$ cat src/rtl/conv3_pkg.sv
package conv3_pkg;
   localparam int unsigned TAP_MAX  = 16;
   localparam int unsigned DEF_K    = 7;
   localparam int unsigned DEF_NSTR = 3;
   // lane 0 in the low bits
   localparam logic [DEF_NSTR*DEF_K-1:0] DEF_GENS = {7'o127, 7'o155, 7'o117};

   typedef logic [TAP_MAX-1:0] tap_t;

   function automatic logic tap_parity(input tap_t win, input tap_t poly);
      return ^(win & poly);
   endfunction
endpackage

$ cat src/rtl/conv3_state.sv
module conv3_state #(
   parameter int unsigned M = 6
) (
   input  logic         clk,
   input  logic         rst_n,
   input  logic         adv,
   input  logic         clr,
   input  logic         bit_in,
   output logic [M-1:0] st_eff
);
   // st_q[M-1] holds the newest past bit, st_q[0] the oldest
   logic [M-1:0] st_q;

   assign st_eff = clr ? '0 : st_q;

   always_ff @(posedge clk or negedge rst_n) begin
      if (!rst_n)
         st_q <= '0;
      else if (adv)
         st_q <= {bit_in, st_eff[M-1:1]};
   end
endmodule

$ cat src/rtl/conv3_taps.sv
module conv3_taps
   import conv3_pkg::*;
#(
   parameter int unsigned K    = 7,
   parameter int unsigned NSTR = 3,
   parameter logic [NSTR*K-1:0] GENS = conv3_pkg::DEF_GENS
) (
   input  logic [K-1:0]    window,
   output logic [NSTR-1:0] code
);
   for (genvar g = 0; g < NSTR; g++) begin : g_lane
      localparam logic [K-1:0] POLY = GENS[g*K +: K];
      if (!POLY[K-1]) begin : g_bad_poly
         $error("generator %0d must tap the current input bit", g);
      end
      tap_t w_ext;
      tap_t p_ext;
      always_comb begin
         w_ext          = '0;
         w_ext[K-1:0]   = window;
         p_ext          = '0;
         p_ext[K-1:0]   = POLY;
      end
      assign code[g] = tap_parity(w_ext, p_ext);
   end
endmodule

$ cat src/rtl/conv3_flush.sv
module conv3_flush #(
   parameter int unsigned LEN = 6
) (
   input  logic clk,
   input  logic rst_n,
   input  logic start,
   input  logic step,
   output logic active,
   output logic last
);
   localparam int unsigned CW = $clog2(LEN + 1);

   logic [CW-1:0] cnt_q;

   always_ff @(posedge clk or negedge rst_n) begin
      if (!rst_n)
         cnt_q <= '0;
      else if (start)
         cnt_q <= CW'(LEN);
      else if (step)
         cnt_q <= cnt_q - CW'(1);
   end

   assign active = (cnt_q != '0);
   assign last   = (cnt_q == CW'(1));
endmodule

$ cat src/rtl/conv3_enc.sv
module conv3_enc
   import conv3_pkg::*;
#(
   parameter int unsigned K    = conv3_pkg::DEF_K,
   parameter int unsigned NSTR = conv3_pkg::DEF_NSTR,
   parameter logic [NSTR*K-1:0] GENS = conv3_pkg::DEF_GENS
) (
   input  logic            clk,
   input  logic            rst_n,
   input  logic            in_valid,
   output logic            in_ready,
   input  logic            in_data,
   input  logic            in_sof,
   input  logic            in_eof,
   input  logic            in_term,
   output logic            out_valid,
   input  logic            out_ready,
   output logic [NSTR-1:0] out_code,
   output logic            out_tail,
   output logic            out_eof
);
   localparam int unsigned M        = K - 1;
   localparam int unsigned TAIL_LEN = M;

   if (K < 3 || K > TAP_MAX) begin : g_bad_k
      $error("constraint length K=%0d out of range", K);
   end
   if (NSTR < 1) begin : g_bad_nstr
      $error("at least one output lane is required");
   end

   logic            slot_free, take, tail_go, adv, cur_bit, clr;
   logic            flush_active, flush_last, flush_start;
   logic [M-1:0]    st_eff;
   logic [K-1:0]    window;
   logic [NSTR-1:0] code_c;

   assign slot_free   = !out_valid || out_ready;
   assign in_ready    = slot_free && !flush_active;
   assign take        = in_valid && in_ready;
   assign tail_go     = flush_active && slot_free;
   assign adv         = take || tail_go;
   assign cur_bit     = flush_active ? 1'b0 : in_data;
   assign clr         = take && in_sof;
   assign flush_start = take && in_eof && in_term;

   conv3_state #(.M(M)) u_state (
      .clk    (clk),
      .rst_n  (rst_n),
      .adv    (adv),
      .clr    (clr),
      .bit_in (cur_bit),
      .st_eff (st_eff)
   );

   assign window = {cur_bit, st_eff};

   conv3_taps #(.K(K), .NSTR(NSTR), .GENS(GENS)) u_taps (
      .window (window),
      .code   (code_c)
   );

   conv3_flush #(.LEN(TAIL_LEN)) u_flush (
      .clk    (clk),
      .rst_n  (rst_n),
      .start  (flush_start),
      .step   (tail_go),
      .active (flush_active),
      .last   (flush_last)
   );

   always_ff @(posedge clk or negedge rst_n) begin
      if (!rst_n) begin
         out_valid <= 1'b0;
         out_code  <= '0;
         out_tail  <= 1'b0;
         out_eof   <= 1'b0;
      end else if (adv) begin
         out_valid <= 1'b1;
         out_code  <= code_c;
         out_tail  <= tail_go;
         out_eof   <= tail_go ? flush_last : (in_eof && !in_term);
      end else if (out_ready) begin
         out_valid <= 1'b0;
      end
   end
endmodule

$ cat config.mk
export PLATFORM = sky130hd
export DESIGN_NAME = conv3_enc
export DESIGN_NICKNAME = d
export VERILOG_FILES = /design/src/rtl/conv3_pkg.sv /design/src/rtl/conv3_state.sv /design/src/rtl/conv3_taps.sv /design/src/rtl/conv3_flush.sv /design/src/rtl/conv3_enc.sv
export SDC_FILE = /design/constraint.sdc
export NUM_CORES = 1
export LEC_CHECK = 0
export CORE_UTILIZATION = 35
export CTS_CLUSTER_SIZE = 24
export DETAILED_ROUTE_END_ITERATION = 10
export GPL_TIMING_DRIVEN = 1
export SYNTH_ARGS = -nofsm -noshare
export SYNTH_HDL_FRONTEND = slang
export SYNTH_SLANG_ARGS = --single-unit
export TNS_END_PERCENT = 100
$ cat constraint.sdc
create_clock -name clk -period 5.1 [get_ports clk]
set_input_delay 0.765 -clock clk [delete_from_list [all_inputs] [get_ports clk]]
set_output_delay 0.765 -clock clk [all_outputs]
set_load 0.02 [all_outputs]
# Word-level counts from Yosys, hierarchy flattened
# Index checks and enable logic that the tools add are counted.
[classes] addsub=1 n_eq_ne=1 n_mux=7 n_reduce_logical=18
[ops] cell="$reduce_xor A16 Y1" count=3
[ops] cell="$logic_and A1 B1 Y1" count=7
[ops] cell="$mux W3" count=2
[ops] cell="$mux W6" count=1
[ops] cell="$mux W1" count=4
[ops] cell="$reduce_bool A2 Y1" count=2
[ops] cell="$eq A3 B1 Y1 const B" count=1
[ops] cell="$logic_not A1 Y1" count=3
[ops] cell="$reduce_bool A3 Y1" count=1
[ops] cell="$sub A3 B1 Y3 const B" count=1
[ops] cell="$logic_or A1 B1 Y1" count=2
[word_totals] register_bits=15 inputBits=8 wordCells=33

# Depth between registers and ports, before layout
# Gate-level depths: netlist of run 1.
[depth] depth_word=7 ltp_mapped=7

# By module
# From an unflattened synthesis of run 1, not the netlist that was laid out.
[unflattened] hier_cells=68 hier_area_um2=852.1
[by_module_without_submodules] module="conv3_enc" n_inst=1 cells_each=25 area_each_um2=305.3 seq_area_each_um2=150.1
[by_module_without_submodules] module="conv3_state" n_inst=1 cells_each=19 area_each_um2=260.2 seq_area_each_um2=150.1
[by_module_without_submodules] module="conv3_flush" n_inst=1 cells_each=18 area_each_um2=182.7 seq_area_each_um2=75.1
[by_module_without_submodules] module="conv3_taps" n_inst=1 cells_each=6 area_each_um2=103.8 seq_area_each_um2=0.0

# Worst setup path after synthesis of run 1
# Ideal clock, no wire load.
[synth_timing] path_kind="input to output" from="in out_ready" to="out in_ready" arrival_ns=1.231 required_ns=4.335 path_slack_ns=3.104 path_stages=3 n_path_buf=1 path_cell_list="nor2b_4 > buf_6 > nor2_1"
[synth_via] elab_chain_cells=2
[synth_lines] item="from (decl)" line="conv3_enc.sv:17" source="input logic out_ready,"
[synth_lines] item="$logic_or A1 B1 Y1" line="conv3_enc.sv:38" source="assign slot_free = !out_valid || out_ready;"
[synth_lines] item="$logic_and A1 B1 Y1" line="conv3_enc.sv:39" source="assign in_ready = slot_free && !flush_active;"
[synth_lines] item="to (decl)" line="conv3_enc.sv:11" source="output logic in_ready,"
# No other way between the ends.

# Worst setup path after layout of run 1
# Same ends and word-level chain as after synthesis.

==> results of run 1 <==
-- worst max-delay path, cell delays in order --
cell	delay, ns
clkdlybuf4s50_1	0.52
nor2b_4	0.08
nor2_1	0.14
clkdlybuf4s50_1	0.62
-- Yosys cell counts, types with 2 or more instances --
master and instances:
nand3b_1 2, a31oi_1 3, o211ai_1 3, nand3_1 8, o21ai_0 2, nor2b_1 2
a21o_1 2, xnor2_1 3, ha_1 3, buf_6 2, nand2_1 14, xor2_1 3
nor2_1 5, inv_1 2, o2111ai_1 3, or3_2 2, dfrtp_1 15, o31ai_1 2
-- per-layer routing --
layer / part of all wire / track usage / wire length [um]
met5: 0 / 0 / 0
met4: 0.0072 / 0.04054 / 12
met1: 0.46 / 0.1898 / 764
met3: 0.035 / 0.05263 / 59
met2: 0.50 / 0.2650 / 833
-- cell usage in the layout, fill, tap and decap left out, drive strengths merged, types with 3 or more instances in the layout --
master | netlist | final
nand3 | 8 | 8
nand2 | 14 | 14
xnor2 | 3 | 3
o21ai | 3 | 3
o211ai | 3 | 3
nor2b | 3 | 3
clkbuf | 1 | 4
clkdlybuf4s50 | 0 | 14
ha | 3 | 3
dfrtp | 15 | 15
a31oi | 3 | 3
nor2 | 5 | 5
o2111ai | 3 | 3
xor2 | 3 | 3
or3 | 4 | 4
-- where the power goes --
part	total [W]	switching [W]	internal [W]
Combinational	0.000336	0.000178	0.000158
Sequential	0.000209	0.0000377	0.000171
Clock	0.0000673	0.0000370	0.0000304
-- final timing paths --
kind	start	end	slack, ns	cells after the start
min in group asynchronous	rst_n	u_flush.cnt_q[2]	0.88	1
worst max-delay path	out_ready	in_ready	2.21	4
worst max register to register	u_flush.cnt_q[0]	out_code[0]	3.33	6
worst min-delay path	out_tail	out_tail	0.49	1
max in group asynchronous	rst_n	u_state.st_q[3]	3.78	1
worst min register to register	out_tail	out_tail	0.49	1
-- registers in the layout, summed over array words and instances, names as in the netlist --
signal         cells
u_state.st_q       6
out_code           3
u_flush.cnt_q      3
out_eof            1
out_tail           1
out_valid          1
-- area by class of cell --
type / instances / area [um^2]
fill: 219 / 1229
clock buffer: 4 / 26.28
inverter: 2 / 7.507
multi-input combinational: 70 / 462.9
sequential: 15 / 375.4
tap: 28 / 35.03
timing repair buffer: 14 / 140.1
-- kinds of logic after synthesis --
logic type,count (synthesis),synth area share
AOI/OAI and AO/OA,19,0.1564
xor gates and xnor gates,6,0.06027
adders and majority gates,3,0.04305
buffers and inverters,5,0.03873
DFF,15,0.4304
muxes,1,0.01148
and+or+nand+nor,41,0.2597
-- metrics by stage --
step                cells  power (W)
detailed placement    129  0.0005523
CTS                   133  0.0006222
global placement      129  0.0005491
global route          133  0.0006719
finish                133  0.0006127
floorplan              90  0.0004575
==> run_results.csv, run 1 <==
group,metric,value,unit
run_status,outcome,"completed",
synthesis,synth_cell_types,32,
sta,finalSetupTns,0,ns
worst_setup_path,worst_setup_path_end_kind,"output port",
clock_tree,htreeDepth,1,
sta,timing.fmax,345.4,MHz
synthesis,syn_avg_cell_area,9.690,um^2
die,start_util,0.3832,
synthesis,synth-seq-cells,15,
die,die_height,51.92,um
global_route,grt.overflow.total,0,
sta,final-hold-violation-count,0,
cells_and_area,design_area,0.001047,mm^2
worst_setup_path,critPathKind,"primary input to output port",
global_route,track_usage,0.1572,
placed_design,port_buffers,14,
clock_tree,cts_setup_buffers,0,
synthesis,yosysTopAreaCell,"dfrtp_1",
clock_tree,cts_sinks,15,
sta,finalClockSkew,0.01087,ns
worst_setup_path,cp.arrival,2.13,ns
worst_hold_path,hold_class,"flop to flop",
cells_and_area,area_growth,20.09,%
sta,period_needed,2.895,ns
drt,vias_per_cell,5.263,
cells_and_area,drive_gt1_frac,0.08571,
synthesis,async_flop_share,1.000,
pwr,ir_drop,0.0002890,V
clock_tree,cts_root_buf,"clkbuf_4",
synthesis,synth-main-ff-cell,"dfrtp_1",
sta,setup_slack,2.205,ns
die,rows,17,
synthesis,synth_edf_count,0,
placed_design,placed_area,0.001021,mm^2
clock_tree,clk_pin_slew,0.08,ns
clock_tree,ctsHoldBuffers,0,
global_route,grt_pass1_vias,691,
clock_tree,clk_latency,0.28,ns
clock_tree,cts.path.max_buffers,2,
drt,drt_iter0_markers,7,
flow_run,drv_cap,0,
die,ioPinCount,15,
drt,drt_wl_total,1670,um
synthesis,synth_cells,90,
synthesis,synth_top_cells_by_area,"dfrtp_1 (43%), nand2_1 (6.0%), nand3_1 (4.6%)",
clock_tree,tritoncts.num_buffers,3,
die,die_x,51.92,um
cells_and_area,fin_nets,117,
pwr,powerDensity,585.0,mW/mm^2
drt,dr.pass1.iters,4,
placed_design,gp_congestion,0.7745,
drt,final_antenna_net_count,0,
worst_setup_path,required,4.34,ns
cells_and_area,antenna_cells,0,
synthesis,synth-seq-area-share,0.4304,
synthesis,synth_nets,101,
placed_design,place_ws,2.203,ns
sta,finalMaxSlewViolations,0,
sta,finalSetupViolations,0,
pwr,p_leak,0.4653,nW
cells_and_area,final_util,0.4601,
drt,wl_per_cell,12.56,um
worst_setup_path,critPathLaunchType,"primary input",
die,die_area,0.002695,mm^2
global_route,grt_max_degree,16,
sta,tightestPinTransition,0.6736,ns
die,core,0.002276,mm^2
synthesis,synth_area,872.1,um^2
placed_design,hpwl,1284,um
synthesis,synth_top_cell_area_share,0.4304,
clock_tree,cts_tree,"built",
sta,relSlewSlack,0.5495,
global_route,grt_pass1_wl,3070,um
global_route,antenna_found_initial,0,
sta,whs,0.4906,ns
clock_tree,ctsResizeCount,0,
worst_setup_path,cp_max_fo,9,
sta,rsz0062_at_grt,"false",
drt,vias,700,
sta,min_period_over_period,0.5676,
drt,drc,0,
synthesis,yosysWarnings,0,
(Power assumes the default switching activity.)
==> run 2: changes to the inputs <==
==> constraint.sdc (replaced) <==
create_clock -name clk -period 2.9 [get_ports clk]
set_input_delay 0.435 -clock clk [delete_from_list [all_inputs] [get_ports clk]]
set_output_delay 0.435 -clock clk [all_outputs]
set_load 0.02 [all_outputs]
==> run_results.csv, run 2 (synthesis results as in run 1) <==
group,metric,value,unit
worst_setup_path,required,2.47,ns
clock_tree,cts_sinks,15,
drt,dr.max_layer_used,"met4",
global_route,antenna_found_initial,0,
flow_run,drv_cap,0,
cells_and_area,largest_reg_flops,6,
clock_tree,clk_pin_slew,0.09,ns
cells_and_area,area_growth,20.52,%
worst_setup_path,reg2reg_from,"u_flush.cnt_q[0]",
sta,finalClockSkew,0.002012,ns
clock_tree,cts_setup_buffers,0,
pwr,power_frac_comb,0.549,
die,die_height,51.92,um
pwr,ir_drop,0.0005555,V
drt,vias,693,
pwr,p_leak,0.4643,nW
cells_and_area,antenna_cells,0,
worst_setup_path,ff2ff_setup_slack,1.09,ns
clock_tree,cts_tree,"built",
cells_and_area,mostFrequentLayoutCells,"dfrtp_1 (15), nand2_1 (14), clkdlybuf4s50_1 (14), nand3_1 (8), nor2_1 (5)",
placed_design,gp_congestion,0.7532,
worst_setup_path,r2r_cells,6,
worst_setup_path,slowest_delay,0.62,ns
pwr,power_frac_seq,0.337,
run_status,outcome,"completed",
die,ioPinCount,15,
drt,vias_per_cell,5.211,
clock_tree,ctsResizeCount,0,
cells_and_area,fin_nets,117,
sta,relSlewSlack,0.5576,
sta,min_period_over_period,0.8114,
worst_setup_path,critPathKind,"flop to output port",
worst_hold_path,hold_class,"flop to flop",
clock_tree,tritoncts.num_buffers,3,
drt,met2_length,809,um
sta,final-hold-violation-count,0,
global_route,grt_pass1_wl,2898,um
drt,dr_wl_met3,40,um
drt,wl_per_cell,12.47,um
pwr,power_frac_clock,0.115,
clock_tree,cts_root_buf,"clkbuf_4",
sta,finalMaxSlewViolations,0,
worst_setup_path,cp_cell_sequence,"inv_1 -> ha_1 -> nand2b_4 -> nor2_1 -> clkdlybuf4s50_1",
placed_design,hpwl,1298,um
cells_and_area,top_regs,"u_state.st_q: 6 flops, out_code: 3 flops, u_flush.cnt_q: 3 flops",
drt,drt-met1-wl,796,um
worst_setup_path,cp_max_fo,7,
worst_setup_path,cp.arrival,1.92,ns
cells_and_area,layout_commonest_cell,"dfrtp_1",
sta,finalSetupViolations,0,
sta,period_needed,2.353,ns
sta,setup_slack,0.5470,ns
sta,timing.fmax,425.0,MHz
die,rows,17,
placed_design,placed_area,0.001021,mm^2
clock_tree,clk_latency,0.29,ns
pwr,powerDensity,1033,mW/mm^2
worst_hold_path,worstHoldStart,"out_tail",
worst_setup_path,reg2reg_to,"out_code[0]",
sta,finalSetupTns,0,ns
drt,final_antenna_net_count,0,
drt,drc,0,
worst_hold_path,holdPathEnd,"out_tail",
worst_setup_path,cp_slowest_cell,"clkdlybuf4s50_1",
die,die_x,51.92,um
die,die_area,0.002695,mm^2
drt,dr.pass1.iters,4,
drt,drt_iter0_markers,9,
die,start_util,0.3832,
placed_design,port_buffers,14,
clock_tree,ctsHoldBuffers,0,
die,core,0.002276,mm^2
pwr,switching_power,0.0004539,W
cells_and_area,design_area,0.001051,mm^2
cells_and_area,drive_gt1_frac,0.09524,
worst_setup_path,worst_setup_path_end_kind,"output port",
sta,rsz0062_at_grt,"false",
sta,tightestPinTransition,0.6615,ns
global_route,grt_pass1_vias,670,
clock_tree,htreeDepth,1,
placed_design,place_ws,0.6718,ns
cells_and_area,regMostFlops,"u_state.st_q",
drt,drt_wl_total,1659,um
global_route,grt.overflow.total,0,
worst_hold_path,hold_depth,1,
global_route,track_usage,0.1519,
pwr,p_int,0.0006320,W
global_route,grt_max_degree,16,
worst_setup_path,critPathLaunchType,"flop",
clock_tree,cts.path.max_buffers,2,
pwr,switching_share,0.4180,
==> run 2: stage by stage <==
step / total power (W) / instances / hold slack, ns / util
global placement: 0.0009654 / 129 / 0.4613 / 0.4486
CTS: 0.001102 / 133 / 0.5015 / 0.4618
finish: 0.001086 / 133 / 0.4900 / 0.4618
global route: 0.001194 / 133 / 0.5259 / 0.4618
floorplan: 0.0008046 / 90 / 0.1394 / -
detailed placement: 0.0009727 / 129 / 0.4780 / 0.4486
==> run 2: final cells by class <==
type | instances | area, um^2
fill | 222 | 1225
multi-input combinational | 70 | 462.9
sequential | 15 | 375.4
timing repair buffer | 14 | 140.1
tap | 28 | 35.03
clock buffer | 3 | 22.52
clock inverter | 1 | 7.507
inverter | 2 | 7.507
==> run 2: critical path: cells and delay by family, from the launching register on <==
family | cells | cell delay [ns]
adders and majority gates | 1 | 0.27
DFF | 1 | 0.39
and+or+nand+nor | 2 | 0.23
buffers and inverters | 2 | 0.74
==> run 2: worst max-delay path by stage <==
stage / start / to / cells after the start
finish: u_flush.cnt_q[0] / in_ready / 5
global route: u_flush.cnt_q[0] / in_ready / 5
CTS: u_flush.cnt_q[0] / in_ready / 5
detailed placement: out_ready / in_ready / 4
global placement: out_ready / in_ready / 4
floorplan: u_flush.cnt_q[0] / out_code[0] / 7
==> run 2: power groups by stage <==
stage	sequential [W]	clock, W	combinational [W]
finish	0.000366	0.000124	0.000596
floorplan	0.000402	0	0.000403
detailed placement	0.000372	0	0.000601
global placement	0.000370	0	0.000595
global route	0.000379	0.000138	0.000677
CTS	0.000367	0.000132	0.000602
==> run 2: metal layers <==
layer,vias up,track usage
met4,0,0.04054
met5,-,0
met3,2,0.06140
li1,352,-
met2,7,0.2415
met1,332,0.1886
